`src/rtl/vagu_pkg.sv`:
```
package vagu_pkg;
  typedef enum logic [1:0] {
    MODE_UNIT   = 2'd0,
    MODE_STRIDE = 2'd1,
    MODE_INDEX  = 2'd2,
    MODE_IOTA   = 2'd3
  } vagu_mode_e;

  localparam int unsigned ELEM_BYTES = 8;
  localparam int unsigned ELEM_SHIFT = $clog2(ELEM_BYTES);
endpackage

```
`src/rtl/vagu_addr_calc.sv`:
```
module vagu_addr_calc
  import vagu_pkg::*;
#(
  parameter int unsigned AW = 32,
  parameter int unsigned NB = 16,
  localparam int unsigned BW = $clog2(NB)
) (
  input  vagu_mode_e    mode_i,
  input  logic [AW-1:0] base_i,
  input  logic [AW-1:0] acc_i,
  input  logic [AW-1:0] idx_i,
  output logic [AW-1:0] addr_o,
  output logic [BW-1:0] bank_o
);
  always_comb begin
    unique case (mode_i)
      MODE_INDEX: addr_o = base_i + idx_i;
      MODE_IOTA:  addr_o = acc_i;
      default:    addr_o = base_i + acc_i;
    endcase
  end

  // banks interleave on element words
  assign bank_o = addr_o[ELEM_SHIFT +: BW];
endmodule

```
`src/rtl/vagu_bank_busy.sv`:
```
module vagu_bank_busy #(
  parameter int unsigned NB  = 16,
  parameter int unsigned LAT = 4,
  localparam int unsigned BW = $clog2(NB),
  localparam int unsigned CW = $clog2(LAT + 1)
) (
  input  logic          clk_i,
  input  logic          rst_ni,
  input  logic          hit_i,
  input  logic [BW-1:0] bank_i,
  output logic          busy_o
);
  logic [NB-1:0] busy_vec;

  for (genvar b = 0; b < NB; b++) begin : g_bank
    logic [CW-1:0] cnt_q;
    always_ff @(posedge clk_i or negedge rst_ni) begin
      if (!rst_ni)                              cnt_q <= '0;
      else if (hit_i && bank_i == BW'(b))       cnt_q <= CW'(LAT - 1);
      else if (cnt_q != '0)                     cnt_q <= cnt_q - CW'(1);
    end
    assign busy_vec[b] = (cnt_q != '0);
  end

  assign busy_o = busy_vec[bank_i];
endmodule

```
`src/rtl/vec_agu.sv`:
```
module vec_agu
  import vagu_pkg::*;
#(
  parameter int unsigned AW     = 32,
  parameter int unsigned MAX_VL = 64,
  parameter int unsigned NB     = 16,
  parameter int unsigned LAT    = 4,
  localparam int unsigned LW = $clog2(MAX_VL + 1),
  localparam int unsigned EW = $clog2(MAX_VL),
  localparam int unsigned BW = $clog2(NB)
) (
  input  logic              clk_i,
  input  logic              rst_ni,
  input  logic              start_i,
  input  logic [1:0]        mode_i,
  input  logic [AW-1:0]     base_i,
  input  logic [AW-1:0]     stride_i,
  input  logic [LW-1:0]     vlen_i,
  input  logic [MAX_VL-1:0] mask_i,
  input  logic [AW-1:0]     idx_i,
  input  logic              ready_i,
  output logic              valid_o,
  output logic [AW-1:0]     addr_o,
  output logic [BW-1:0]     bank_o,
  output logic [EW-1:0]     elem_o,
  output logic              busy_o,
  output logic              done_o
);
  vagu_mode_e        mode_q;
  logic [AW-1:0]     base_q, stride_q, acc_q, step;
  logic [LW-1:0]     vl_q, elem_q, vl_clamp;
  logic [MAX_VL-1:0] mask_q;
  logic              active_q, done_q;
  logic              cur_en, iota, bank_busy, stall, fire, advance, last, accept;

  assign iota     = (mode_q == MODE_IOTA);
  assign cur_en   = mask_q[elem_q[EW-1:0]];
  assign stall    = !iota && bank_busy;
  assign valid_o  = active_q && cur_en && !stall;
  assign fire     = valid_o && ready_i;
  assign advance  = active_q && (!cur_en || fire);
  assign last     = (elem_q == vl_q - LW'(1));
  assign accept   = start_i && !active_q;
  assign step     = (mode_q == MODE_UNIT) ? AW'(ELEM_BYTES) : stride_q;
  assign vl_clamp = (vlen_i > LW'(MAX_VL)) ? LW'(MAX_VL) : vlen_i;

  vagu_addr_calc #(.AW(AW), .NB(NB)) calc_i (
    .mode_i (mode_q),
    .base_i (base_q),
    .acc_i  (acc_q),
    .idx_i  (idx_i),
    .addr_o (addr_o),
    .bank_o (bank_o)
  );

  vagu_bank_busy #(.NB(NB), .LAT(LAT)) banks_i (
    .clk_i  (clk_i),
    .rst_ni (rst_ni),
    .hit_i  (fire && !iota),
    .bank_i (bank_o),
    .busy_o (bank_busy)
  );

  always_ff @(posedge clk_i or negedge rst_ni) begin
    if (!rst_ni) begin
      mode_q   <= MODE_UNIT;
      base_q   <= '0;
      stride_q <= '0;
      acc_q    <= '0;
      vl_q     <= '0;
      elem_q   <= '0;
      mask_q   <= '0;
      active_q <= 1'b0;
      done_q   <= 1'b0;
    end else begin
      done_q <= 1'b0;
      if (accept) begin
        mode_q   <= vagu_mode_e'(mode_i);
        base_q   <= base_i;
        stride_q <= stride_i;
        vl_q     <= vl_clamp;
        mask_q   <= mask_i;
        acc_q    <= '0;
        elem_q   <= '0;
        active_q <= (vl_clamp != '0);
        done_q   <= (vl_clamp == '0);
      end else if (advance) begin
        elem_q <= elem_q + LW'(1);
        acc_q  <= acc_q + step;
        if (last) begin
          active_q <= 1'b0;
          done_q   <= 1'b1;
        end
      end
    end
  end

  assign elem_o = elem_q[EW-1:0];
  assign busy_o = active_q;
  assign done_o = done_q;
endmodule

```
`config.mk`:
```
export PLATFORM = sky130hd
export DESIGN_NAME = vec_agu
export DESIGN_NICKNAME = d
export VERILOG_FILES = /design/src/rtl/vagu_pkg.sv /design/src/rtl/vagu_addr_calc.sv /design/src/rtl/vagu_bank_busy.sv /design/src/rtl/vec_agu.sv
export SDC_FILE = /design/constraint.sdc
export NUM_CORES = 1
export LEC_CHECK = 0
export BUFFER_PORTS_ARGS = -buffer_cell sky130_fd_sc_hd__buf_4
export CAP_MARGIN = 20
export CORE_ASPECT_RATIO = 1.5
export CORE_MARGIN = 5
export CORE_UTILIZATION = 53
export DETAILED_ROUTE_END_ITERATION = 12
export GPL_TIMING_DRIVEN = 0
export PLACE_DENSITY = 0.75
export SLEW_MARGIN = 15
export SYNTH_ARGS = -nofsm -noshare
export SYNTH_HDL_FRONTEND = slang
export SYNTH_SLANG_ARGS = --single-unit
```
`constraint.sdc`:
```
create_clock -name clk_i -period 10.7 [get_ports clk_i]
set_input_delay 0.535 -clock clk_i [delete_from_list [all_inputs] [get_ports clk_i]]
set_output_delay 0.535 -clock clk_i [all_outputs]
set_load 0.01 [all_outputs]
```
==> results by group <==
Placed design
  • HPWL reported at the end of detailed placement: 31.8 mm
  • Count of buffers inserted at the top-level ports: 217
  • Cell area after placement: 16500 µm²
  • RePlAce Congestion: 0.948
  • Pre-CTS worst setup slack: 5.23 ns

CTS
  • TritonCTS clock tree: done
  • H-tree depth: 1
  • Clock latency on the worst-skew pair: 0.54 ns
  • CTS Sinks: 226
  • Clk pin slew, worst setup/hold paths: 0.06 ns
  • Post-cts gate resize count: 0
  • Root Driver: sky130_fd_sc_hd__clkbuf_16
  • Maximum buffer depth of the clock tree: 3
  • Number of buffers added by the clock tree synthesis step: 24

Final layout
  • Summed area of non-filler cells in the final layout: 17400 µm²
  • Area growth syn-to-layout: 20.8%
  • Number of antenna diodes: 0
  • Final Util: 64.3%
  • Most common library cell in the layout ignoring fill and taps: sky130_fd_sc_hd__nand2_1
  • Proportion of layout cells with a drive suffix above 1: 18.6%
  • Number of nets in the finished design: 2186
  • Commonest cells after routing, fill and taps aside: 524 x sky130_fd_sc_hd__nand2_1, 229 x sky130_fd_sc_hd__buf_4, 226 x sky130_fd_sc_hd__dfrtp_1, 97 x sky130_fd_sc_hd__ha_1, 94 x sky130_fd_sc_hd__o21ai_0

Worst setup path
  • Reg2reg end: acc_q[9]$_DFFE_PN0P_
  • Crit path kind: flip-flop to primary output
  • Flop2flop setup slack: 5.34 ns
  • Data required time at the worst endpoint: 10.17 ns
  • CP Launch Point: mode_q[1]$_DFFE_PN0P_
  • Worst setup EP type: primary output
  • Crit path arrival time: 5.52 ns
  • Worst Setup Start Kind: flip-flop
  • Worst reg-to-reg path cell count: 18
  • Maximum fanout encountered on the critical timing path: 10
  • Endpoint of the most critical setup path: addr_o[31]
  • Worst reg2reg path startpoint: mode_q[1]$_DFFE_PN0P_

STA
  • Pins over their slew limit: 0
  • Max Fclk: 165 MHz
  • Setup repair after global routing missed its margin: no
  • Actual transition at the worst max-transition pin: 1.11 ns
  • Min setup slack post-route: 4.64 ns
  • Worst relative slew slack: 25.9%
  • Final hold vios: 0
  • Final critical-path required period: 6.06 ns
  • Final worst-path cycle share: 56.6%
  • Clock Skew: 0.0188 ns
  • Tightest hold margin: 0.189 ns
  • Final setup violation count: 0
  • Setup total negative slack: 0 ns

Pwr
  • Cell leakage power: 8.76 nW
  • Areal power density over the cells: 412 nW/µm²
  • Largest vdd supply drop: 421 µV

Yosys
  • Net Count, Synth: 1940
  • Gate Count Post-Synth: 1668
  • Post-Synthesis Cell Area: 14400 µm²
  • Most used flip-flop cell after synthesis: sky130_fd_sc_hd__dfrtp_1
  • Seq/Total Area, Yosys: 39.3%
  • Number of enable flip-flop cells after synthesis: 0
  • Number of warnings issued by yosys: 0
  • Synthesized flop and latch total: 226
  • Avg Inst Size Synth: 8.62 µm²
  • Async set-reset flop share out of synthesis: 100%
  • Count of different cell masters after synthesis: 69

Detailed routing
  • Total routed wirelength: 40.8 mm
  • Per-cell routed wire length: 17.9 µm
  • Number of iterations in the first detailed-routing pass: 5
  • Vias post-DR: 12700
  • Routed vias/inst: 5.60
  • DR iter-0 viols: 790
  • Remaining antenna violation count: 0
  • Drt drc: 0

Global routing
  • Grt total ovfl: 0
  • First-pass GRT wire length: 64.6 mm
  • Largest net degree at the start of global routing: 94
  • Via count of the first global-routing pass: 13200
  • All-layer global routing usage: 26.6%
  • Antenna violations before repair: 0

Run
  • Number of maximum-capacitance constraint violations: 0

Floorplan
  • # IOs: 218
  • Floorplan Core Area: 27000 µm²
  • DIE HEIGHT: 212 µm
  • # rows: 74
  • Die Span X: 144 µm
  • Initial Util: 53.2%
  • Die area: 30600 µm²

Min path
  • Worst min-delay path class: input pin to flip-flop

Outcome
  • Result of the run: completed
cells in the mapped netlist, types with 6 or more instances:
cell | n | area [µm²]
sky130_fd_sc_hd__mux2_2 | 50 | 563
sky130_fd_sc_hd__xnor2_1 | 46 | 403
sky130_fd_sc_hd__o31ai_1 | 6 | 45.0
sky130_fd_sc_hd__a211oi_1 | 11 | 82.6
sky130_fd_sc_hd__buf_4 | 13 | 97.6
sky130_fd_sc_hd__nor3_1 | 19 | 95.1
sky130_fd_sc_hd__nand2_1 | 524 | 1970
sky130_fd_sc_hd__nand3_1 | 20 | 100
sky130_fd_sc_hd__a21oi_1 | 72 | 360
sky130_fd_sc_hd__o211ai_1 | 7 | 52.6
sky130_fd_sc_hd__inv_1 | 54 | 203
sky130_fd_sc_hd__a21o_1 | 26 | 195
sky130_fd_sc_hd__nand4_1 | 13 | 81.3
sky130_fd_sc_hd__dfrtp_1 | 226 | 5660
sky130_fd_sc_hd__mux4_2 | 21 | 473
sky130_fd_sc_hd__buf_2 | 6 | 30.0
sky130_fd_sc_hd__nor2_1 | 79 | 297
sky130_fd_sc_hd__mux2i_1 | 21 | 210
sky130_fd_sc_hd__xor2_1 | 24 | 210
sky130_fd_sc_hd__clkbuf_1 | 56 | 210
sky130_fd_sc_hd__ha_1 | 97 | 1210
sky130_fd_sc_hd__nand3b_1 | 11 | 82.6
sky130_fd_sc_hd__o21a_1 | 8 | 60.1
sky130_fd_sc_hd__o21bai_1 | 10 | 75.1
sky130_fd_sc_hd__a31oi_1 | 9 | 56.3
sky130_fd_sc_hd__nand2b_1 | 18 | 113
sky130_fd_sc_hd__nor2b_1 | 40 | 250
sky130_fd_sc_hd__o21ai_0 | 94 | 470
worst min path at each step:
stage	slack, ns	endpoint	depth (start not counted)	from
floorplan	0.24	acc_q[0]$_DFFE_PN0P_	0	rst_ni
global placement	0.45	stride_q[19]$_DFFE_PN0P_	2	stride_q[19]$_DFFE_PN0P_
detailed placement	0.45	stride_q[24]$_DFFE_PN0P_	2	stride_q[24]$_DFFE_PN0P_
CTS	0.17	mask_q[28]$_DFFE_PN0P_	3	mask_i[28]
global route	0.17	mask_q[7]$_DFFE_PN0P_	3	mask_i[7]
finish	0.19	mask_q[39]$_DFFE_PN0P_	3	mask_i[39]
per-stage QoR:
stage / std cells / power, mW
2_1_floorplan: 1668 / 4.75
3_3_place_gp: 2227 / 6.09
3_5_place_dp: 2229 / 6.22
4_1_cts: 2274 / 7.16
5_1_grt: 2274 / 7.73
6_report: 2274 / 7.16
sequential cells by signal (all words and copies together) (netlist names):
name and count:
elem_q 7, busy_o 1, mode_q 2, stride_q 32
base_q 32, banks_i.g_bank.cnt_q 48, vl_q 7, acc_q 32
mask_q 64, done_o 1
layer usage:
layer	vias up	global-route usage [%]	wire length (µm)
met5	-	0	0
met4	0	11.1	1730
met3	109	3.41	2420
met2	378	48.4	21100
met1	6085	31.0	15500
li1	6157	-	-
power breakdown:
group	switching, mW	internal (mW)	total (mW)
clock network	0.359	0.547	0.906
logic	2.62	2.03	4.65
registers	0.310	1.29	1.60
logic make-up (layout without fill, tap and decap cells):
family	count (synthesis)	after routing	share of synthesized area (%)
AO/OA/AOI/OAI	293	293	12.8
XOR/XNOR	70	70	4.26
adder cells (fa/ha/maj)	99	99	8.72
buffers and inverters	134	398	3.94
flip-flops	226	226	39.3
multiplexers	92	92	8.67
AND/OR/NAND/NOR	754	754	22.2
cell type report:
type / count / area [µm²]
clock inverters: 11 / 180
clock buffers: 33 / 684
fillers: 2332 / 9660
inverters: 56 / 210
plain buffers: 78 / 357
well taps: 342 / 428
multi-input cells: 1308 / 8160
flip-flops and latches: 226 / 5660
repair buffers: 220 / 1700
critical path, stage by stage, from the launching register on:
cell                        delay, ns
sky130_fd_sc_hd__dfrtp_1         0.31
sky130_fd_sc_hd__buf_2           0.20
sky130_fd_sc_hd__nor2b_1         0.20
sky130_fd_sc_hd__clkbuf_1        0.30
sky130_fd_sc_hd__clkbuf_1        0.54
sky130_fd_sc_hd__mux2_2          0.40
sky130_fd_sc_hd__ha_1            0.34
sky130_fd_sc_hd__and3_1          0.23
sky130_fd_sc_hd__a221o_1         0.40
sky130_fd_sc_hd__a22o_1          0.27
sky130_fd_sc_hd__o2111ai_1       0.38
sky130_fd_sc_hd__a2111oi_0       0.18
sky130_fd_sc_hd__nor3_1          0.36
sky130_fd_sc_hd__mux2_2          0.38
sky130_fd_sc_hd__a221o_1         0.31
sky130_fd_sc_hd__buf_4           0.16
repair_timing:
action	CTS	global route
buffers inserted	0	0
endpoints found under the hold margin	53	0
setup endpoints to repair	0	0
hold buffers	1	0
Note: power is estimated with default switching activity, not from simulation.
